[src/rtl/tmr_pkg.sv]
package tmr_pkg;
  typedef enum logic [1:0] {
    TM_CAPTURE   = 2'd0,
    TM_REFERENCE = 2'd1,
    TM_EVENT     = 2'd2,
    TM_PLAIN     = 2'd3
  } tmr_mode_e;

  typedef enum logic [1:0] {
    EDG_RISE = 2'd0,
    EDG_FALL = 2'd1,
    EDG_BOTH = 2'd2,
    EDG_NONE = 2'd3
  } edge_sel_e;
endpackage

[src/rtl/tmr_edge_det.sv]
module tmr_edge_det
  import tmr_pkg::*;
#(
  parameter int SYNC_STAGES = 2
) (
  input  logic       clk,
  input  logic       rst,
  input  logic       pin_in,
  input  logic [1:0] edge_sel,
  output logic       evt
);
  localparam int CHAIN_W = SYNC_STAGES + 1;

  // stages 0..SYNC_STAGES-1 synchronize, the last stage holds the previous value
  logic [CHAIN_W-1:0] chain;

  for (genvar i = 0; i < CHAIN_W; i++) begin : g_stage
    if (i == 0) begin : g_first
      always_ff @(posedge clk) begin
        if (rst) chain[0] <= 1'b0;
        else     chain[0] <= pin_in;
      end
    end else begin : g_next
      always_ff @(posedge clk) begin
        if (rst) chain[i] <= 1'b0;
        else     chain[i] <= chain[i-1];
      end
    end
  end

  logic cur, prev;
  assign cur  = chain[SYNC_STAGES-1];
  assign prev = chain[SYNC_STAGES];

  always_comb begin
    case (edge_sel)
      EDG_RISE: evt = cur & ~prev;
      EDG_FALL: evt = ~cur & prev;
      EDG_BOTH: evt = cur ^ prev;
      default:  evt = 1'b0;
    endcase
  end
endmodule

[src/rtl/tmr_prescaler.sv]
module tmr_prescaler #(
  parameter int PRE_W = 8
) (
  input  logic             clk,
  input  logic             rst,
  input  logic             run,
  input  logic [PRE_W-1:0] div,
  output logic             tick
);
  logic [PRE_W-1:0] cnt;

  assign tick = run && (cnt == div);

  always_ff @(posedge clk) begin
    if (rst || !run) cnt <= '0;
    else if (tick)   cnt <= '0;
    else             cnt <= cnt + PRE_W'(1);
  end
endmodule

[src/rtl/tmr_counter.sv]
module tmr_counter #(
  parameter int CNT_W = 16
) (
  input  logic             clk,
  input  logic             rst,
  input  logic             run,
  input  logic             advance,
  input  logic             ref_mode,
  input  logic             restart,
  input  logic [CNT_W-1:0] ref_value,
  output logic [CNT_W-1:0] count,
  output logic             match
);
  assign match = ref_mode && advance && (count == ref_value);

  always_ff @(posedge clk) begin
    if (rst || !run)         count <= '0;
    else if (advance) begin
      if (match && restart)  count <= '0;
      else                   count <= count + CNT_W'(1);
    end
  end
endmodule

[src/rtl/tmr_events.sv]
module tmr_events #(
  parameter int CNT_W = 16
) (
  input  logic             clk,
  input  logic             rst,
  input  logic             run,
  input  logic             cap_evt,
  input  logic             match,
  input  logic [CNT_W-1:0] count,
  input  logic             toggle_mode,
  input  logic             clr_cap,
  input  logic             clr_ref,
  input  logic             cap_ie,
  input  logic             ref_ie,
  output logic [CNT_W-1:0] capture,
  output logic             out_pin,
  output logic             cap_flag,
  output logic             ref_flag,
  output logic             irq
);
  logic cap_next, ref_next;

  // set has priority over the clear strobe
  assign cap_next = (cap_flag & ~clr_cap) | cap_evt;
  assign ref_next = (ref_flag & ~clr_ref) | match;

  always_ff @(posedge clk) begin
    if (rst) begin
      capture  <= '0;
      cap_flag <= 1'b0;
      ref_flag <= 1'b0;
      irq      <= 1'b0;
    end else begin
      if (cap_evt) capture <= count;
      cap_flag <= cap_next;
      ref_flag <= ref_next;
      irq      <= (cap_next & cap_ie) | (ref_next & ref_ie);
    end
  end

  always_ff @(posedge clk) begin
    if (rst || !run)      out_pin <= 1'b0;
    else if (toggle_mode) out_pin <= out_pin ^ match;
    else                  out_pin <= match;
  end
endmodule

[src/rtl/gp_timer.sv]
module gp_timer
  import tmr_pkg::*;
#(
  parameter int CNT_W       = 16,
  parameter int PRE_W       = 8,
  parameter int SYNC_STAGES = 2
) (
  input  logic             clk,
  input  logic             rst,
  input  logic             enable,
  input  logic [1:0]       mode,
  input  logic [1:0]       edge_sel,
  input  logic             restart,
  input  logic             toggle_mode,
  input  logic [PRE_W-1:0] prescale,
  input  logic [CNT_W-1:0] ref_value,
  input  logic             ext_in,
  input  logic             clr_cap,
  input  logic             clr_ref,
  input  logic             cap_ie,
  input  logic             ref_ie,
  output logic [CNT_W-1:0] count,
  output logic [CNT_W-1:0] capture,
  output logic             out_pin,
  output logic             cap_flag,
  output logic             ref_flag,
  output logic             irq
);
  logic evt, tick, advance, match, cap_evt, ref_mode;

  tmr_edge_det #(.SYNC_STAGES(SYNC_STAGES)) u_edge (
    .clk      (clk),
    .rst      (rst),
    .pin_in   (ext_in),
    .edge_sel (edge_sel),
    .evt      (evt)
  );

  tmr_prescaler #(.PRE_W(PRE_W)) u_pre (
    .clk  (clk),
    .rst  (rst),
    .run  (enable),
    .div  (prescale),
    .tick (tick)
  );

  assign advance  = enable && ((mode == TM_EVENT) ? evt : tick);
  assign ref_mode = (mode == TM_REFERENCE);
  assign cap_evt  = enable && (mode == TM_CAPTURE) && evt;

  tmr_counter #(.CNT_W(CNT_W)) u_cnt (
    .clk       (clk),
    .rst       (rst),
    .run       (enable),
    .advance   (advance),
    .ref_mode  (ref_mode),
    .restart   (restart),
    .ref_value (ref_value),
    .count     (count),
    .match     (match)
  );

  tmr_events #(.CNT_W(CNT_W)) u_evt (
    .clk         (clk),
    .rst         (rst),
    .run         (enable),
    .cap_evt     (cap_evt),
    .match       (match),
    .count       (count),
    .toggle_mode (toggle_mode),
    .clr_cap     (clr_cap),
    .clr_ref     (clr_ref),
    .cap_ie      (cap_ie),
    .ref_ie      (ref_ie),
    .capture     (capture),
    .out_pin     (out_pin),
    .cap_flag    (cap_flag),
    .ref_flag    (ref_flag),
    .irq         (irq)
  );
endmodule

[config.mk]
export PLATFORM = sky130hd
export DESIGN_NAME = gp_timer
export DESIGN_NICKNAME = d
export VERILOG_FILES = /design/src/rtl/tmr_pkg.sv /design/src/rtl/tmr_edge_det.sv /design/src/rtl/tmr_prescaler.sv /design/src/rtl/tmr_counter.sv /design/src/rtl/tmr_events.sv /design/src/rtl/gp_timer.sv
export SDC_FILE = /design/constraint.sdc
export NUM_CORES = 1
export LEC_CHECK = 0
export BUFFER_PORTS_ARGS = -buffer_cell sky130_fd_sc_hd__buf_2
export CAP_MARGIN = 20
export CORE_MARGIN = 4
export CORE_UTILIZATION = 46
export CTS_CLUSTER_SIZE = 12
export DETAILED_ROUTE_END_ITERATION = 7
export GPL_TIMING_DRIVEN = 0
export PLACE_DENSITY = 0.86
export SLEW_MARGIN = 10
export SYNTH_ARGS = -nofsm -noshare
export SYNTH_HDL_FRONTEND = slang
export SYNTH_HIERARCHICAL = 1
export SYNTH_SLANG_ARGS = --single-unit
[constraint.sdc]
create_clock -name clk -period 2.9 [get_ports clk]
set_clock_uncertainty 0.2 [all_clocks]
set_input_delay 0.29 -clock clk [delete_from_list [all_inputs] [get_ports clk]]
set_output_delay 0.29 -clock clk [all_outputs]
set_load 0.05 [all_outputs]
==> impl_metrics.ini, run 1 <==
[run_status]
outcome = complete, no violations

[timing]
setup_ws_ps = 164
maxSlewViolCount = 0
finalSetupViolCount = 0
tns_ps = 0
period_share_pct = 94.3
tightestPinTransition_ps = 362
rsz0062_at_grt = no
slew_headroom_pct = 75.9
fin_crit_ps = 2740
hold_viol = 0
max_freq_mhz = 366

[finish]
fin_cells = 390
fill_cells = 435
synthToLayoutAreaGrowth_pct = 25.5
regArea_um2 = 943
num_antenna_cells = 0
nNetsFinal = 364
multi_input_area_um2 = 1290
drive_above_1_share_pct = 36.5

[placement]
io_buffers = 73
place_inst = 378
gp_congestion = 0.831
place_ws_ps = -265
hpwl_um = 4050

[die]
start_util_pct = 48.5
fp.dieW_um = 79.2
design.core.area_um2 = 4820
pin_count = 74
fp.dieH_um = 79.2
dieArea_um2 = 6280
rows = 25

[setup_path]
critPathMaxStageDelay_ps = 360
cp_top_family = simple AND/OR/NAND/NOR gates
worst_setup_path_end_kind = register
worstPathArrival_ps = 2730
critPathRequiredTime_ps = 2900
cp_max_fo = 9
path_buf_inv = 2
critPathKind = reg2reg
cpMaxStageDelayCell = dfxtp_2
cp-start-kind = register
crit_chain = xor2_1 > nor4_4 > and3_1 > nand2_1 > mux2i_1 > clkbuf_4 > and4_2 > nand4_1 > buf_4 > nor2_1 > xnor2_1 > nor2_2

[flow_run]
cap_viol_max_count = 0

[power_and_ir_drop]
cellPowerDensity_nw_per_um2 = 400
vdd_drop_max_mv = 0.296
power.total_mw = 1.17
p_leak_nw = 1.23

[synthesis]
async_flop_share_pct = 0
syn_area_um2 = 2330
seq_area_frac_synth_pct = 40.3
synth_nets = 280
ys_seq_elements = 47
synthFlopType = dfxtp_1
synthDistinctLibCells = 42
synth_edf_count = 0
synth_most_common_cell = dfxtp_1
synth_common_cells = 47 x dfxtp_1, 28 x xor2_1, 26 x nor2_1
yosysWarnings = 6
synth_area_leaders = dfxtp_1 40%, xor2_1 11%, mux2i_1 7.7%, xnor2_1 5.6%, nor2_1 4.2%
synthCells = 238
avgSynthCellArea_um2 = 9.81
yosysTopAreaCellShare_pct = 40.3
yosysTopAreaCell = dfxtp_1

[routing]
drcViolationCount = 0
wire_per_inst_um = 14.0
drt_pass1_iterations = 4
routed_wl_um = 5440
antenna_left = 0
drt_iter0_markers = 57
vias_per_cell = 5.04
vias = 1967

[cts]
cts-root-buf = clkbuf_8
cts_buffers = 5
path_clk_slew_ps = 80
cts_tree = built
clockBufferDepth = 2
cts.sinks = 47
h-tree-depth = 2
clk_latency_ps = 300

[global_routing]
first_global_vias = 1952
grt_max_degree = 15
gr-total-overflow = 0
grt_usage_pct = 18.4
grt_first_pass_wirelength_um = 9070
antenna_found_initial = 0

[worst_hold_path]
hold_path.class = in2reg
-- path summary, 6_finish.rpt --
path	startpoint	to	slack (ps)	cells after the start
worst max-delay path	u_pre/cnt[0]	u_cnt/count[11]	160	12
worst min-delay path	ext_in	u_edge/chain[0]	10	2
worst max register to register	u_pre/cnt[0]	u_cnt/count[11]	160	12
worst min register to register	u_edge/chain[0]	u_edge/cur	240	1
-- worst register-to-register path: stages (launching register included) --
cell,delay [ps]
dfxtp_2,360
xor2_1,190
nor4_4,300
and3_1,190
nand2_1,50
mux2i_1,150
clkbuf_4,230
and4_2,290
nand4_1,140
buf_4,190
nor2_1,140
xnor2_1,160
nor2_2,50
-- layer usage --
layer / vias up / global-route usage [%] / share of wire [%]
met2: 65 / 32.6 / 50
met1: 918 / 22.0 / 43
met3: 5 / 4.65 / 5.9
met4: 0 / 4.98 / 0.81
li1: 979 / - / -
met5: - / 0 / 0
-- layout make-up --
cell class	count	area share, %
clock buffer	7	3.29
timing repair buffer	77	13.5
tap	67	2.86
multi-input combinational	175	44.2
sequential	47	32.2
buffer	8	2.69
clock inverter	1	0.256
inverter	8	1.03
-- kinds of logic (layout without fill, tap and decap cells) --
logic type | after synthesis | in the layout | synth area share [%]
compound gates | 19 | 19 | 6.43
xor+xnor | 43 | 43 | 16.1
fa+ha+maj | 4 | 4 | 2.14
buf+inv | 16 | 101 | 4.55
flops | 47 | 47 | 40.3
mux | 18 | 18 | 7.72
simple gates | 91 | 91 | 22.7
-- report_power, final --
part           internal, mW  total, mW  switching [mW]
logic                0.0429     0.0907          0.0478
registers             0.648      0.651         0.00298
clock network         0.217      0.431           0.214
-- metrics by stage --
stage	hold slack, ps	instance area (um^2)	utilization (%)
6_report	14.8	2930	60.8
5_1_grt	30.2	2930	60.8
4_1_cts	10.3	2910	60.4
3_5_place_dp	220	2780	57.8
3_3_place_gp	219	2780	57.8
2_1_floorplan	157	2330	-
-- flip-flops by register name, indices dropped and copies added, names as in the netlist --
register,cells
u_edge/cur,1
u_evt/ref_flag,1
u_evt/cap_flag,1
u_pre/cnt,8
u_evt/out_pin,1
u_cnt/count,16
u_evt/irq,1
u_edge/chain,1
u_edge/prev,1
u_evt/capture,16
-- timing repair --
item	4_1_cts	5_1_grt
resized for setup	1	4
hold buffers	0	0
setup endpoints to repair	13	5
buffers inserted	2	2
pin swaps	2	2
-- cell usage in the layout (no fill, tap or decap), types with 3 or more instances in the layout --
| cell | instances |
|---|---|
| ha_1 | 4 |
| nor2b_1 | 5 |
| nand2b_1 | 4 |
| and3_1 | 3 |
| mux2i_1 | 18 |
| clkbuf_8 | 7 |
| nor4_2 | 3 |
| xor2_1 | 28 |
| dfxtp_1 | 45 |
| a221oi_1 | 3 |
| buf_4 | 4 |
| inv_1 | 7 |
| nand4_1 | 3 |
| nor2_1 | 26 |
| buf_2 | 75 |
| o21ai_0 | 3 |
| nor2_2 | 10 |
| a211oi_1 | 5 |
| nor3_1 | 3 |
| xnor2_1 | 15 |
| nand2_1 | 12 |
| nand3_1 | 9 |
| or3_1 | 3 |
Power figures use the tool's default switching activity.
==> run 2: changes to the inputs <==
--- a/config.mk
+++ b/config.mk
@@ -5,10 +5,11 @@
 export SDC_FILE = /design/constraint.sdc
 export NUM_CORES = 1
 export LEC_CHECK = 0
+export ABC_AREA = 1
 export BUFFER_PORTS_ARGS = -buffer_cell sky130_fd_sc_hd__buf_2
 export CAP_MARGIN = 20
 export CORE_MARGIN = 4
-export CORE_UTILIZATION = 46
+export CORE_UTILIZATION = 47
 export CTS_CLUSTER_SIZE = 12
 export DETAILED_ROUTE_END_ITERATION = 7
 export GPL_TIMING_DRIVEN = 0
==> run 2 against run 1 <==
Net effect: die area increased by 7.5%; global-route usage increased by 1.9 points; worst setup slack improved by 73 ps; critical path type unchanged; critical endpoint is now u_evt/out_pin; largest cell class unchanged.
==> impl_metrics.ini, run 2 <==
[run_status]
outcome = complete, no violations

[synthesis]
synthCells = 405
yosysWarnings = 6
avgSynthCellArea_um2 = 6.38
synthMuxAreaShare_pct = 0
synth_edf_count = 0
ys_seq_elements = 47
yosys.area_share.adder_pct = 1.94
seq_area_frac_synth_pct = 36.4
synth_nets = 447
syn_area_um2 = 2580
yosysTopAreaCellShare_pct = 36.4
synth_common_cells = 101 x nand2_1, 88 x nor2_1, 61 x inv_1
synth_top_family_by_area = simple AND/OR/NAND/NOR gates
synth_compound_area_share_pct = 6.73
synth_area_leaders = dfxtp_1 36%, nand2_1 15%, nor2_1 13%, inv_1 8.9%, xor2_1 4.4%
async_flop_share_pct = 0
synthSimpleGateAreaFrac_pct = 38.0
synthDistinctLibCells = 29
synth-xor-area-share_pct = 5.42
synthFlopType = dfxtp_1
synth_most_common_cell = nand2_1
yosysTopAreaCell = dfxtp_1

[setup_path]
crit_chain = inv_1 > ha_1 > inv_1 > nand3b_1 > nand3_2 > inv_1 > nand3_2 > nand2_1 > nor2_2 > o211ai_1 > nor4_1 > nand4_1 > nor2_1 > inv_1 > o21ai_0 > nor2_1
critPathKind = reg2reg
path_common_cell = inv_1
cp_max_fo = 7
cp-start-kind = register
worstPathArrival_ps = 2650
critPathRequiredTime_ps = 2890
worst_setup_path_end_kind = register
critPathMaxStageDelay_ps = 340
cpMaxStageDelayCell = dfxtp_1

[timing]
period_share_pct = 91.8
fin_crit_ps = 2660
tns_ps = 0
hold_viol = 0
finalSetupViolCount = 0
max_freq_mhz = 375
rsz0062_at_grt = no
holdWs_ps = 20.0
maxSlewViolCount = 0
tightestPinTransition_ps = 893
slew_headroom_pct = 40.0

[die]
rows = 26
fp.dieH_um = 82.1
fp.dieW_um = 82.1
dieArea_um2 = 6750
pin_count = 74
start_util_pct = 49.6
design.core.area_um2 = 5200

[global_routing]
antenna_found_initial = 0
grt_max_degree = 15
gr-total-overflow = 0
first_global_vias = 2532
grt_first_pass_wirelength_um = 10800
grt_usage_pct = 20.3

[cts]
clk_latency_ps = 300
cts_tree = built
path_clk_slew_ps = 80
cts_buffers = 5
cts-root-buf = clkbuf_8
post_cts_buffers = 0
h-tree-depth = 2
cts.sinks = 47
clockBufferDepth = 2

[routing]
wire_per_inst_um = 11.9
routed_wl_um = 6600
drcViolationCount = 0
drt_pass1_iterations = 4
drt_iter0_markers = 118
vias_per_cell = 4.83
antenna_left = 0
vias = 2691

[flow_run]
cap_viol_max_count = 0

[finish]
synthToLayoutAreaGrowth_pct = 22.6
nNetsFinal = 528
num_antenna_cells = 0
drive_above_1_share_pct = 21.8
mostFrequentLayoutCells = 101 x nand2_1, 87 x nor2_1, 75 x buf_2
mostFrequentLayoutCell = nand2_1
fill_cells = 539
top_regs = u_cnt/count x16, u_evt/capture x16, u_pre/cnt x8

[power_and_ir_drop]
vdd_drop_max_mv = 0.276
p_leak_nw = 1.66
cellPowerDensity_nw_per_um2 = 400

[placement]
hpwl_um = 5320
io_buffers = 73
gp_congestion = 0.876

[worst_hold_path]
hold_path.class = in2reg
[run 2: report_power, final]
group | internal, mW | switching, mW
clock | 0.279 | 0.210
combinational | 0.0475 | 0.0766
sequential | 0.651 | 0.00429
[run 2: layout make-up]
cell class / count / area, um^2 / area share [%]
Multi-Input combinational cell: 284 / 1350 / 42.6
Buffer: 5 / 37.5 / 1.19
Clock inverter: 2 / 35.0 / 1.11
Sequential cell: 47 / 941 / 29.7
Tap cell: 70 / 87.6 / 2.77
Clock buffer: 6 / 82.6 / 2.61
Timing Repair Buffer: 74 / 375 / 11.9
Inverter: 69 / 259 / 8.18
[run 2: final timing paths]
kind,from,end,slack (ps),cells after the start
worst max register to register,u_edge/cur,u_evt/out_pin,240,16
worst min-delay path,ref_ie,u_evt/irq,20,3
worst max-delay path,u_edge/cur,u_evt/out_pin,240,16
worst min register to register,u_edge/chain[0],u_edge/cur,210,2
[run 2: critical path, delay by kind of cell, from the launching register on]
family                   cells  cell delay (ps)
buffers and inverters        4              280
AO/OA/AOI/OAI                2              310
AND/OR/NAND/NOR              9             1160
adder cells (fa/ha/maj)      1              280
flip-flops                   1              340
[run 2: repair_timing]
item,4_1_cts,5_1_grt
resized for setup,0,1
setup endpoints to repair,0,13
hold buffers,1,0
endpoints found under the hold margin,1,0
[run 2: logic make-up (layout without fill, tap and decap cells)]
| logic type | after synthesis | in the layout |
|---|---|---|
| AND/OR/NAND/NOR | 231 | 231 |
| adder cells (fa/ha/maj) | 4 | 4 |
| AO/OA/AOI/OAI | 33 | 33 |
| XOR/XNOR | 16 | 16 |
| flip-flops | 47 | 47 |
| buffers and inverters | 74 | 156 |
[run 2: through the flow]
stage | utilization, % | cell area, um^2 | setup slack [ps] | total power [mW] | cells
finish | 60.8 | 3170 | 237 | 1.27 | 557
global route | 60.8 | 3170 | 9.47 | 1.33 | 557
CTS | 60.8 | 3160 | 105 | 1.28 | 557
detailed placement | 58.3 | 3040 | 139 | 0.792 | 548
global placement | 58.3 | 3040 | 130 | 0.788 | 548
floorplan | - | 2580 | 580 | 0.741 | 405
[run 2: metal layers]
| metal | global-route usage, % | share of wire, % |
|---|---|---|
| met1 | 25.9 | 44 |
| met2 | 33.6 | 47 |
| met3 | 4.12 | 6.6 |
| met4 | 7.97 | 2.7 |
| met5 | 0 | 0 |
==> run 3: changes to the inputs <==
--- a/config.mk
+++ b/config.mk
@@ -6,14 +6,14 @@
 export NUM_CORES = 1
 export LEC_CHECK = 0
 export ABC_AREA = 1
-export BUFFER_PORTS_ARGS = -buffer_cell sky130_fd_sc_hd__buf_2
 export CAP_MARGIN = 20
 export CORE_MARGIN = 4
-export CORE_UTILIZATION = 47
+export CORE_UTILIZATION = 57
 export CTS_CLUSTER_SIZE = 12
 export DETAILED_ROUTE_END_ITERATION = 7
+export DONT_BUFFER_PORTS = 1
 export GPL_TIMING_DRIVEN = 0
-export PLACE_DENSITY = 0.86
+export PLACE_DENSITY = 0.85
 export SLEW_MARGIN = 10
 export SYNTH_ARGS = -nofsm -noshare
 export SYNTH_HDL_FRONTEND = slang
==> constraint.sdc (replaced) <==
create_clock -name clk -period 2.9 [get_ports clk]
set_clock_uncertainty 0.2 [all_clocks]
set_input_delay 0.145 -clock clk [delete_from_list [all_inputs] [get_ports clk]]
set_output_delay 0.145 -clock clk [all_outputs]
set_load 0.05 [all_outputs]
==> run 3 against run 2 <==
Net effect: sequential share of layout area rose by 3.3 points; hold slack got worse by 7.7 ps; utilization rose by 4.2 points; global-route usage rose by 2.5 points; sequential power rose by 2%; combinational power fell by 27%; fmax rose by 1.7%; critical endpoint unchanged.
==> impl_metrics.ini, run 3 (same netlist as run 2, synthesis figures left out) <==
[cts]
cts_buffers = 5
clockBufferDepth = 2
h-tree-depth = 2
cts-root-buf = clkbuf_8
clk_latency_ps = 290
cts_tree = built
cts.sinks = 47
post_cts_buffers = 0
path_clk_slew_ps = 80

[timing]
tightestPinTransition_ps = 801
rsz0062_at_grt = no
fin_crit_ps = 2620
max_freq_mhz = 382
finalSetupViolCount = 0
slew_headroom_pct = 46.2
tns_ps = 0
maxSlewViolCount = 0
period_share_pct = 90.3
hold_viol = 0

[placement]
hpwl_um = 4970
place_inst = 457
io_buffers = 0
placed_area_um2 = 2650
gp_congestion = 0.952

[routing]
wire_per_inst_um = 13.5
drcViolationCount = 0
drt_iter0_markers = 157
vias = 2477
drt_pass1_iterations = 4
vias_per_cell = 5.21
routed_wl_um = 6410
antenna_left = 0

[worst_hold_path]
holdPathEnd = u_evt/capture[6]
min_from = mode[1]
hold_path.class = in2reg
worstHoldPathCells = 3

[global_routing]
gr-total-overflow = 0
grt_max_degree = 14
first_global_vias = 2209
grt_usage_pct = 22.9
antenna_found_initial = 0
grt_first_pass_wirelength_um = 9900

[finish]
top_regs = u_cnt/count x16, u_evt/capture x16, u_pre/cnt x8
mostFrequentLayoutCell = nand2_1
drive_above_1_share_pct = 7.57
mostFrequentLayoutCells = 101 x nand2_1, 87 x nor2_1, 61 x inv_1
synthToLayoutAreaGrowth_pct = 10.4
fin_cells = 475
fill_cells = 415
num_antenna_cells = 0
stdcell_area_um2 = 2850
nNetsFinal = 464

[setup_path]
rr_worst_depth = 16
r2r_slack_ps = 280
r2r_start = u_edge/cur
worst_setup_path_end_kind = register
critPathRequiredTime_ps = 2890
r2r_end = u_evt/out_pin
cp-start-kind = register
cp_max_fo = 7
worstPathArrival_ps = 2610
critPathKind = reg2reg

[die]
design.core.area_um2 = 4380
dieArea_um2 = 5670
rows = 24
fp.dieH_um = 75.3
pin_count = 74
fp.dieW_um = 75.3
start_util_pct = 58.9

[power_and_ir_drop]
p_leak_nw = 1.34
cellPowerDensity_nw_per_um2 = 413
vdd_drop_max_mv = 0.373

[flow_run]
cap_viol_max_count = 0

[run_status]
outcome = complete, no violations
## run 3: cell count changes in the layout (fill, tap and decap cells not counted), sizes merged
cell | previous run | this run
buf | 77 | 4
bufinv | 1 | 0
clkbuf | 7 | 9
clkinv | 1 | 0
dlygate4sd3 | 1 | 10
## run 3: worst max-delay path by stage
stage                  from               to  slack (ps)  depth (start not counted)
4_1_cts          u_edge/cur    u_evt/out_pin         130                         16
5_1_grt        u_pre/cnt[3]  u_cnt/count[10]          20                         16
2_1_floorplan    u_edge/cur  u_cnt/count[10]         580                         17
3_5_place_dp     u_edge/cur    u_evt/out_pin         150                         16
3_3_place_gp     u_edge/cur    u_evt/out_pin         200                         16
6_report         u_edge/cur    u_evt/out_pin         280                         16
## run 3: area by class of cell
cell class,count,area [um^2],share of cell area [%]
inverter,69,259,9.08
clock buffer,8,100,3.51
tap,52,65.1,2.28
sequential,47,941,33.0
buffer,5,37.5,1.32
timing repair buffer,10,100,3.51
multi-input combinational,284,1350,47.3
## run 3: stage by stage
step	hold slack, ps	power, mW	utilization (%)	setup slack, ps
4_1_cts	1.22	1.19	64.8	128
3_3_place_gp	16.0	0.754	60.4	205
6_report	12.3	1.18	65.0	281
2_1_floorplan	14.1	0.741	-	580
5_1_grt	12.4	1.23	65.0	19.3
3_5_place_dp	17.8	0.756	60.4	150
## run 3: where the power goes
part | switching (mW) | total (mW) | internal, mW | leakage, nW
Clock | 0.203 | 0.420 | 0.218 | 0.0515
Combinational | 0.0535 | 0.0903 | 0.0368 | 0.914
Sequential | 0.0157 | 0.666 | 0.651 | 0.379
Total | 0.272 | 1.18 | 0.905 | 1.34
## run 3: layer usage
layer  up-vias  GRT usage [%]  routed length, um
met5         -              0                  0
met4         0           6.02                 86
met3        13           7.39                591
met2        94           37.7               2970
met1      1099           28.9               2750
li1       1271              -                  -
## run 3: worst max-delay path: stages, from the launching register on
cell and delay, ps:
dfxtp_1 340, inv_1 60, ha_1 290, inv_1 70
nand3b_1 90, nand3_2 90, inv_1 50, nand3_2 50
nand2_1 50, nor2_2 270, o211ai_1 140, nor4_1 210
nand4_1 130, nor2_1 150, inv_1 100, o21ai_0 170
nor2_1 50
## run 3: repair_timing
item,in CTS,in global routing
hold buffers,9,1
endpoints found under the setup margin,0,13
hold endpoints to repair,30,1
resized for setup,0,1
